<file path="src/rtl/xs_pkg.sv">
package xs_pkg;
  typedef enum logic [1:0] {
    XS_IDLE = 2'd0,
    XS_REQ  = 2'd1,
    XS_WAIT = 2'd2
  } xs_state_t;
endpackage

</file>
<file path="src/rtl/xs_range_check.sv">
module xs_range_check #(
  parameter int ADDR_W  = 16,
  parameter int ALIGN_B = 2
) (
  input  logic [ADDR_W-1:0] lo_i,
  input  logic [ADDR_W-1:0] hi_i,
  output logic              bad_o,
  output logic              empty_o
);
  logic misaligned;

  generate
    if (ALIGN_B > 0) begin : g_align
      assign misaligned = (|lo_i[ALIGN_B-1:0]) | (|hi_i[ALIGN_B-1:0]);
    end else begin : g_noalign
      assign misaligned = 1'b0;
    end
  endgenerate

  assign bad_o   = misaligned || (lo_i > hi_i);
  assign empty_o = !bad_o && (lo_i == hi_i);
endmodule

</file>
<file path="src/rtl/xs_walker.sv">
module xs_walker
  import xs_pkg::*;
#(
  parameter int ADDR_W = 16,
  parameter int STEP   = 4
) (
  input  logic              clk,
  input  logic              rst,
  input  logic              launch_i,
  input  logic [ADDR_W-1:0] lo_i,
  input  logic [ADDR_W-1:0] hi_i,
  input  logic              bad_i,
  input  logic              empty_i,
  input  logic              req_ready_i,
  input  logic              rsp_valid_i,
  output logic              req_valid_o,
  output logic [ADDR_W-1:0] req_addr_o,
  output logic              busy_o,
  output logic              accept_o,
  output logic              take_o,
  output logic              finish_o
);
  localparam logic [ADDR_W-1:0] STEP_A = ADDR_W'(STEP);

  xs_state_t         st_q;
  logic [ADDR_W-1:0] ptr_q;
  logic [ADDR_W-1:0] end_q;
  logic [ADDR_W-1:0] ptr_next;
  logic              last_word;
  logic              quick_end;

  assign ptr_next  = ptr_q + STEP_A;
  assign last_word = (ptr_next == end_q);
  assign accept_o  = launch_i && (st_q == XS_IDLE);
  assign quick_end = accept_o && (bad_i || empty_i);
  assign take_o    = (st_q == XS_WAIT) && rsp_valid_i;
  assign finish_o  = quick_end || (take_o && last_word);

  assign req_valid_o = (st_q == XS_REQ);
  assign req_addr_o  = ptr_q;
  assign busy_o      = (st_q != XS_IDLE);

  always_ff @(posedge clk) begin
    if (rst) begin
      st_q  <= XS_IDLE;
      ptr_q <= '0;
      end_q <= '0;
    end else begin
      case (st_q)
        XS_IDLE: begin
          if (accept_o && !quick_end) begin
            ptr_q <= lo_i;
            end_q <= hi_i;
            st_q  <= XS_REQ;
          end
        end
        XS_REQ: begin
          if (req_ready_i) st_q <= XS_WAIT;
        end
        XS_WAIT: begin
          if (rsp_valid_i) begin
            ptr_q <= ptr_next;
            st_q  <= last_word ? XS_IDLE : XS_REQ;
          end
        end
        default: st_q <= XS_IDLE;
      endcase
    end
  end


  req_hold_chk: assert property (@(posedge clk) disable iff (rst)
    (req_valid_o && !req_ready_i) |=> (req_valid_o && $stable(req_addr_o)));


  req_align_chk: assert property (@(posedge clk) disable iff (rst)
    req_valid_o |-> ((req_addr_o % STEP) == 0));


  req_in_range_chk: assert property (@(posedge clk) disable iff (rst)
    req_valid_o |-> (req_addr_o < end_q));
endmodule

</file>
<file path="src/rtl/xs_fold.sv">
module xs_fold #(
  parameter int DATA_W = 32
) (
  input  logic              clk,
  input  logic              rst,
  input  logic              clear_i,
  input  logic              take_i,
  input  logic [DATA_W-1:0] data_i,
  output logic [DATA_W-1:0] acc_o,
  output logic [DATA_W-1:0] acc_next_o
);
  logic [DATA_W-1:0] acc_q;

  assign acc_next_o = acc_q ^ data_i;
  assign acc_o      = acc_q;

  always_ff @(posedge clk) begin
    if (rst || clear_i) acc_q <= '0;
    else if (take_i)    acc_q <= acc_next_o;
  end
endmodule

</file>
<file path="src/rtl/xs_result.sv">
module xs_result #(
  parameter int DATA_W = 32
) (
  input  logic              clk,
  input  logic              rst,
  input  logic              accept_i,
  input  logic              bad_i,
  input  logic              cmp_en_i,
  input  logic [DATA_W-1:0] expect_i,
  input  logic              finish_i,
  input  logic              take_i,
  input  logic [DATA_W-1:0] value_i,
  output logic              done_o,
  output logic              err_o,
  output logic              mismatch_o,
  output logic [DATA_W-1:0] result_o
);
  logic [DATA_W-1:0] exp_q;
  logic              cmp_q;
  logic [DATA_W-1:0] fin_val;
  logic [DATA_W-1:0] fin_exp;
  logic              fin_cmp;
  logic              fin_bad;

  assign fin_val = take_i   ? value_i  : '0;
  assign fin_exp = accept_i ? expect_i : exp_q;
  assign fin_cmp = accept_i ? cmp_en_i : cmp_q;
  assign fin_bad = accept_i && bad_i;

  always_ff @(posedge clk) begin
    if (rst) begin
      done_o     <= 1'b0;
      err_o      <= 1'b0;
      mismatch_o <= 1'b0;
      result_o   <= '0;
      exp_q      <= '0;
      cmp_q      <= 1'b0;
    end else begin
      if (accept_i) begin
        exp_q      <= expect_i;
        cmp_q      <= cmp_en_i;
        done_o     <= 1'b0;
        err_o      <= bad_i;
        mismatch_o <= 1'b0;
        result_o   <= '0;
      end
      if (finish_i) begin
        done_o     <= 1'b1;
        result_o   <= fin_val;
        mismatch_o <= fin_cmp && !fin_bad && (fin_val != fin_exp);
      end
    end
  end


  mismatch_done_chk: assert property (@(posedge clk) disable iff (rst)
    mismatch_o |-> done_o);


  err_done_chk: assert property (@(posedge clk) disable iff (rst)
    err_o |-> (done_o && result_o == '0 && !mismatch_o));


  done_hold_chk: assert property (@(posedge clk) disable iff (rst)
    (done_o && !accept_i) |=> (done_o && $stable(result_o)));
endmodule

</file>
<file path="src/rtl/xor_scan_engine.sv">
module xor_scan_engine
  import xs_pkg::*;
#(
  parameter int ADDR_W = 16,
  parameter int DATA_W = 32
) (
  input  logic              clk,
  input  logic              rst,
  input  logic              launch_i,
  input  logic [ADDR_W-1:0] start_addr_i,
  input  logic [ADDR_W-1:0] end_addr_i,
  input  logic              cmp_en_i,
  input  logic [DATA_W-1:0] expect_i,
  output logic              busy_o,
  output logic              done_o,
  output logic              err_o,
  output logic              mismatch_o,
  output logic [DATA_W-1:0] result_o,
  output logic              rd_req_valid_o,
  output logic [ADDR_W-1:0] rd_req_addr_o,
  input  logic              rd_req_ready_i,
  input  logic              rd_rsp_valid_i,
  input  logic [DATA_W-1:0] rd_rsp_data_i
);
  localparam int STEP    = DATA_W / 8;
  localparam int ALIGN_B = $clog2(STEP);

  logic              bad;
  logic              empty;
  logic              accept;
  logic              take;
  logic              finish;
  logic [DATA_W-1:0] acc;
  logic [DATA_W-1:0] acc_next;

  xs_range_check #(.ADDR_W(ADDR_W), .ALIGN_B(ALIGN_B)) u_range (
    .lo_i(start_addr_i), .hi_i(end_addr_i), .bad_o(bad), .empty_o(empty)
  );

  xs_walker #(.ADDR_W(ADDR_W), .STEP(STEP)) u_walk (
    .clk(clk), .rst(rst), .launch_i(launch_i),
    .lo_i(start_addr_i), .hi_i(end_addr_i), .bad_i(bad), .empty_i(empty),
    .req_ready_i(rd_req_ready_i), .rsp_valid_i(rd_rsp_valid_i),
    .req_valid_o(rd_req_valid_o), .req_addr_o(rd_req_addr_o),
    .busy_o(busy_o), .accept_o(accept), .take_o(take), .finish_o(finish)
  );

  xs_fold #(.DATA_W(DATA_W)) u_fold (
    .clk(clk), .rst(rst), .clear_i(accept), .take_i(take),
    .data_i(rd_rsp_data_i), .acc_o(acc), .acc_next_o(acc_next)
  );

  xs_result #(.DATA_W(DATA_W)) u_res (
    .clk(clk), .rst(rst), .accept_i(accept), .bad_i(bad),
    .cmp_en_i(cmp_en_i), .expect_i(expect_i), .finish_i(finish),
    .take_i(take), .value_i(acc_next),
    .done_o(done_o), .err_o(err_o), .mismatch_o(mismatch_o), .result_o(result_o)
  );


  acc_wait_chk: assert property (@(posedge clk) disable iff (rst)
    (busy_o && !rd_rsp_valid_i) |=> $stable(acc));


  busy_done_chk: assert property (@(posedge clk) disable iff (rst)
    !(busy_o && done_o));


  busy_ignore_chk: assert property (@(posedge clk) disable iff (rst)
    (busy_o && launch_i) |=> !done_o || $past(rd_rsp_valid_i));


  idle_no_req_chk: assert property (@(posedge clk) disable iff (rst)
    !busy_o |-> !rd_req_valid_o);
endmodule

</file>
<file path="config.mk">
export PLATFORM = sky130hd
export DESIGN_NAME = xor_scan_engine
export DESIGN_NICKNAME = d
export VERILOG_FILES = /design/src/rtl/xs_pkg.sv /design/src/rtl/xs_range_check.sv /design/src/rtl/xs_walker.sv /design/src/rtl/xs_fold.sv /design/src/rtl/xs_result.sv /design/src/rtl/xor_scan_engine.sv
export SDC_FILE = /design/constraint.sdc
export NUM_CORES = 1
export LEC_CHECK = 0
export ABC_AREA = 1
export ABC_CLOCK_PERIOD_IN_PS = 2500
export CORE_MARGIN = 2
export CORE_UTILIZATION = 31
export CTS_CLUSTER_SIZE = 40
export DETAILED_ROUTE_END_ITERATION = 12
export SLEW_MARGIN = 20
export SYNTH_ARGS = -nofsm -noshare
export SYNTH_HDL_FRONTEND = slang
export SYNTH_HIERARCHICAL = 1
export SYNTH_SLANG_ARGS = --single-unit
</file>
<file path="constraint.sdc">
create_clock -name clk -period 2.5 [get_ports clk]
set_input_delay 0.375 -clock clk [delete_from_list [all_inputs] [get_ports clk]]
set_output_delay 0.375 -clock clk [all_outputs]
set_load 0.03 [all_outputs]
</file>
; Word-level counts from Yosys, hierarchy flattened
; Cells that the tools add are included.
[totals]
register_bits = 134
out_inout_bits = 53
word_cells = 63
[classes]
n_bitwise = 2
muxes = 16
n_addsub = 1
eq_ne = 8
n_reduce_logical = 25
n_lt_le_gt_ge = 1
[ops]
columns = cell, n
row1 = 32-bit 2-to-1 mux, 4
row2 = 16-bit equality test, 2
row3 = 16-bit 2-to-1 mux, 2
row4 = 32-bit != test, 1
row5 = 16-bit case mux with 2 select lines, 1
row6 = 32-bit XOR, 1
row7 = 16-bit by 3-bit adder with 16-bit output (second input constant), 1
row8 = 16-bit > comparator, 1
row9 = 1-bit logical AND, 9
row10 = 2-bit 2-to-1 mux, 3
row11 = 2-bit case mux with 3 select lines, 1
row12 = 3-bit AND reduction, 2
row13 = 2-bit nonzero test, 3
row14 = 1-bit 2-to-1 mux, 5
row15 = 1-bit logical OR, 4
row16 = 2-bit != test (second input constant), 2
row17 = 2-bit OR reduction, 2
row18 = 1-bit zero test, 3
row19 = 2-bit by 1-bit equality test with 1-bit output (second input constant), 1
row20 = 2-bit equality test (second input constant), 1
row21 = 2-bit zero test, 1
row22 = 2-bit by 1-bit != test with 1-bit output (second input constant), 1
row23 = 2-bit AND reduction, 1
row24 = 1-bit OR, 1

; Depth between registers and ports, before layout
[logic_depth]
word_depth = 11
ltp_mapped = 21
ltp_nobuf = 21

; Modules after synthesis
; The synthesis kept the hierarchy.
[modules_own_cells]
columns = mod, cells_per_inst, area_each_um2, seq_area_each_um2, n_inst
row1 = xs_result, 534, 3296.9, 1361.3, 1
row2 = xs_walker, 302, 2123.3, 680.7, 1
row3 = xs_fold, 365, 1966.9, 640.6, 1
row4 = xs_range_check, 75, 450.4, 0.0, 1

; Worst setup path before layout
; OpenSTA, ideal clock, no wires.
[synth_path]
path_kind = register to register
startpoint = register u_walk.ptr_q[2], in the netlist u_walk/req_addr_o[2]
endpoint = register u_res.result_o[12]
slack_ps = -21
setup_ps = 70
stages_incl_launch_ff = 18
period_less_slack_ps = 2521
arrival_ps = 2451
cell_sequence = dfxtp_1 -> ha_1 -> nand2_1 -> nor2_4 -> nand2_1 -> nand2_1 -> nand2_1 -> nand2_1 -> nand2_1 -> nor2_1 -> nand2_1 -> nor2_2 -> nand3_1 -> nand2_1 -> clkbuf_1 -> clkbuf_1 -> nand2_1 -> a21oi_1
[synth_between]
elab_chain_len = 5
word_cells_on_any_way = 6
classes_between = add/sub: 1 / eq/ne: 1 / mux: 1 / reduce/logical: 3
[synth_lines]
columns = element, line_no
row1 = from (decl), xs_walker.sv:26  ; logic [ADDR_W-1:0] ptr_q;
row2 = from (signal assigned), xs_walker.sv:52  ; ptr_q <= lo_i;
row3 = from (signal assigned), xs_walker.sv:62  ; ptr_q <= ptr_next;
row4 = 16-bit by 3-bit adder with 16-bit output (*), xs_walker.sv:32  ; assign ptr_next = ptr_q + STEP_A;
row5 = 16-bit equality test (*), xs_walker.sv:33  ; assign last_word = (ptr_next == end_q);
row6 = 1-bit logical AND (*), xs_walker.sv:37  ; assign finish_o = quick_end || (take_o && last_word);
row7 = 1-bit logical OR (*), xs_walker.sv:37
row8 = via finish, xor_scan_engine.sv:32  ; logic finish;
row9 = 32-bit 2-to-1 mux / 2-bit nonzero test (equally long branches), -
row10 = to (signal assigned), xs_result.sv:49  ; result_o <= fin_val;
row11 = to (decl), xs_result.sv:16  ; output logic [DATA_W-1:0] result_o
; The timed path passes the listed nets; every way through them passes the cells marked *.
; A chain may end at the register's enable or synchronous reset.

; Worst setup path in the final report
[layout_path]
startpoint = input start_addr_i[11]
endpoint = register u_res.result_o[2]
[layout_between]
elab_chain_len = 8
word_cells_on_any_way = 10
classes_between = order compare: 1 / eq/ne: 1 / mux: 1 / reduce/logical: 7
[layout_lines]
columns = element, line_no
row1 = from (decl), xor_scan_engine.sv:10  ; input logic [ADDR_W-1:0] start_addr_i,
row2 = 16-bit > comparator (*), xs_range_check.sv:20  ; assign bad_o = misaligned || (lo_i > hi_i);
row3 = 1-bit logical OR (*), xs_range_check.sv:20
row4 = via bad, xor_scan_engine.sv:28  ; logic bad;
row5 = 1-bit zero test, xs_range_check.sv:21  ; assign empty_o = !bad_o && (lo_i == hi_i);
row6 = 1-bit logical AND, xs_range_check.sv:21
row7 = 1-bit logical OR (*), xs_walker.sv:35  ; assign quick_end = accept_o && (bad_i || empty_i);
row8 = 1-bit logical AND (*), xs_walker.sv:35
row9 = 1-bit logical OR (*), xs_walker.sv:37
row10 = via finish, xor_scan_engine.sv:32
row11 = 32-bit 2-to-1 mux / 2-bit nonzero test (equally long branches), -
; Marks and branches as above.

==> impl_metrics.env <==
export IMPL_post_route_util=0.437
export IMPL_viasPerCell=4.59
export IMPL_cp_end_kind="flip-flop"
export IMPL_grt_start_max_net_pins=69
export IMPL_syn_nets=1395
export IMPL_drcViolationCount=0
export IMPL_drv_slew=0
export IMPL_tightest_slew_ns=0.539
export IMPL_first_pass_iters=5
export IMPL_n_fill_cell=2604
export IMPL_cts_tree="yes"
export IMPL_whs_ns=0.276
export IMPL_cp_arrival_ns=2.74
export IMPL_setup_viol=0
export IMPL_timing_rr_start="u_walk/req_addr_o[3]"
export IMPL_grt_usage=0.182
export IMPL_cts_made_buffers=17
export IMPL_rows=58
export IMPL_clkLatencyLatePin_ns=0.43
export IMPL_cts_sinks=134
export IMPL_r2r_cells=13
export IMPL_final_min_clock_period_ns=2.38
export IMPL_root_buffer="clkbuf_16"
export IMPL_switching_share=0.382
export IMPL_worst_r2r_setup_slack_ns=0.13
export IMPL_diodes=0
export IMPL_min_from="end_addr_i[3]"
export IMPL_antenna_found_initial=0
export IMPL_whs_endpoint="u_walk/end_q[3]"
export IMPL_portBuffers=154
export IMPL_power_density_nw_per_um2=785
export IMPL_p_seq_frac=0.293
export IMPL_crit_start="start_addr_i[11]"
export IMPL_synthArstFlopShare=0
export IMPL_start_util=0.313
export IMPL_skew_ns=0.0123
export IMPL_nets=1581
export IMPL_p_switching_mw=3.28
export IMPL_combPwrFrac=0.407
export IMPL_power_internal_mw=5.30
export IMPL_stdcell_count=1805
export IMPL_placed_cells=1769
export IMPL_io_pins=155
export IMPL_grt_overflow_total=0
export IMPL_die_h_um=163
export IMPL_hold_path_class="in2reg"
export IMPL_peakVddDrop_mv=0.425
export IMPL_synth_avg_cell_area_um2=6.14
export IMPL_htreeDepth=4
export IMPL_clock_path_buffers=2
export IMPL_ys_flop_type="dfxtp_1"
export IMPL_start_kind="input port"
export IMPL_clkPwrFrac=0.301
export IMPL_hold_violations=0
export IMPL_synth_seq_area_share=0.342
export IMPL_critical_path_class="in2reg"
export IMPL_max_cap_violations=0
export IMPL_critPathMaxFanout=8
export IMPL_status="complete, no violations"
export IMPL_grt_pass1_wl_um=37600
export IMPL_min_period_over_period=0.952
export IMPL_slew_headroom=0.640
export IMPL_synth_edf_count=0
export IMPL_syn2layout_area_growth_pct=39.5
export IMPL_synthCells=1276
export IMPL_wire_per_inst_um=13.9
export IMPL_layout_drive_gt1_share=0.105
export IMPL_synth_area_um2=7840
export IMPL_place_congestion=0.870
export IMPL_design_core_area_um2=25000
export IMPL_leakage_nw=5.22
export IMPL_timing_rr_end="u_res/result_o[2]"
export IMPL_die_x_um=163
export IMPL_max_freq_mhz=420
export IMPL_whs_path_depth=3
export IMPL_die_area_um2=26600
export IMPL_ctsHoldBuffers=0
export IMPL_dp_hpwl_um=18100
export IMPL_drt_iter0_drc=488
export IMPL_drtAntennaViolNets=0
export IMPL_vias=8283
export IMPL_clk_pin_slew_worst_paths_ns=0.06
export IMPL_synth_warnings=6
export IMPL_grt_pass1_vias=7466
export IMPL_synth_cell_type_count=37
export IMPL_routed_wl_um=25000
export IMPL_crit_required_ns=2.85
export IMPL_ys_ff_latch=134
-- layout by cell type (no fill, tap or decap), drive strengths merged, types with 19 or more instances in the layout --
cell type      synthesis  routed
inv                  203     208
nand2                510     510
clkbuf                19      22
clkdlybuf4s50          0     142
nor2                 112     112
a21oi                103     103
nand3                 97      97
o21ai                 19      19
dfxtp                134     134
buf                   26      57
-- metrics by stage --
step / TNS [ns] / instance area (µm²) / power (mW) / setup WS, ns
finish: 0 / 10900 / 8.58 / 0.119
global route: -0.0232 / 10900 / 9.11 / -0.00741
CTS: 0 / 10700 / 8.44 / 0.0559
detailed placement: -17.17 / 10100 / 5.83 / -0.373
global placement: -15.08 / 10100 / 5.79 / -0.319
floorplan: 0 / 7840 / 4.60 / 0.0302
-- repair_timing --
action                     CTS  global route
buffers inserted             0             1
gates resized for setup      0            45
setup endpoints to repair    0            63
-- cells by family after synthesis --
| family | synth area share |
|---|---|
| XOR/XNOR | 0.0113 |
| AO/OA/AOI/OAI | 0.106 |
| buffers and inverters | 0.133 |
| flip-flops | 0.342 |
| multiplexers | 0.00128 |
| AND/OR/NAND/NOR | 0.379 |
| adder cells (fa/ha/maj) | 0.0271 |
-- flip-flops by register name, summed over array words and instances (netlist names) --
register / count
u_fold/acc_o: 32
u_res/cmp_q: 1
u_res/done_o: 1
u_res/err_o: 1
u_res/exp_q: 32
u_res/mismatch_o: 1
u_res/result_o: 32
u_walk/end_q: 16
u_walk/req_addr_o: 16
u_walk/st_q: 2
-- critical path, stage by stage --
cell,delay (ns)
clkdlybuf4s50_1,0.49
ha_4,0.31
nand4_1,0.16
nor3_4,0.21
nand3_2,0.11
nand2_2,0.08
nand2_2,0.07
o21ai_2,0.13
nand2_2,0.10
nor2_4,0.27
buf_6,0.23
nand2_1,0.07
a21oi_1,0.13
-- area by class of cell --
cell class	instances	area (µm²)	area share
clock buffer	20	457	0.0418
tap	330	413	0.0378
timing repair buffer	212	2200	0.201
clock inverter	12	141	0.0129
multi-input combinational	892	4260	0.390
inverter	205	774	0.0708
sequential	134	2690	0.246
-- power groups by stage --
stage	clock, mW	sequential, mW	combinational [mW]
final	2.58	2.51	3.49
after global routing	2.74	2.54	3.83
after detailed placement	0	2.55	3.28
after CTS	2.64	2.50	3.29
after floorplan	0	2.66	1.94
after global placement	0	2.54	3.24
-- routing by layer --
layer,up-vias,routed length [µm],track usage
li1,4301,-,-
met1,3707,11600,0.245
met2,242,11600,0.297
met3,33,1490,0.0308
met4,0,429,0.0571
met5,-,0,0
-- synth_stat cells, drive strengths merged (4+ instances only) --
cell	n	share of area
a21oi	103	0.066
a221oi	12	0.022
buf	26	0.025
clkbuf	19	0.0096
dfxtp	134	0.34
ha	17	0.027
inv	203	0.097
nand2	510	0.25
nand3	97	0.063
nand4	4	0.0032
nor2	112	0.062
o21ai	19	0.012
-- worst max-delay path by stage --
stage | to | slack [ns] | cells after the start
after floorplan | u_res/result_o[12] | 0.03 | 17
after global placement | u_walk/st_q[0] | -0.32 | 17
after detailed placement | u_walk/st_q[0] | -0.37 | 16
after CTS | u_walk/req_addr_o[8] | 0.06 | 15
after global routing | u_res/result_o[8] | -0.007 | 13
final | u_res/result_o[2] | 0.12 | 13
Note: power is estimated with default switching activity, not from simulation.
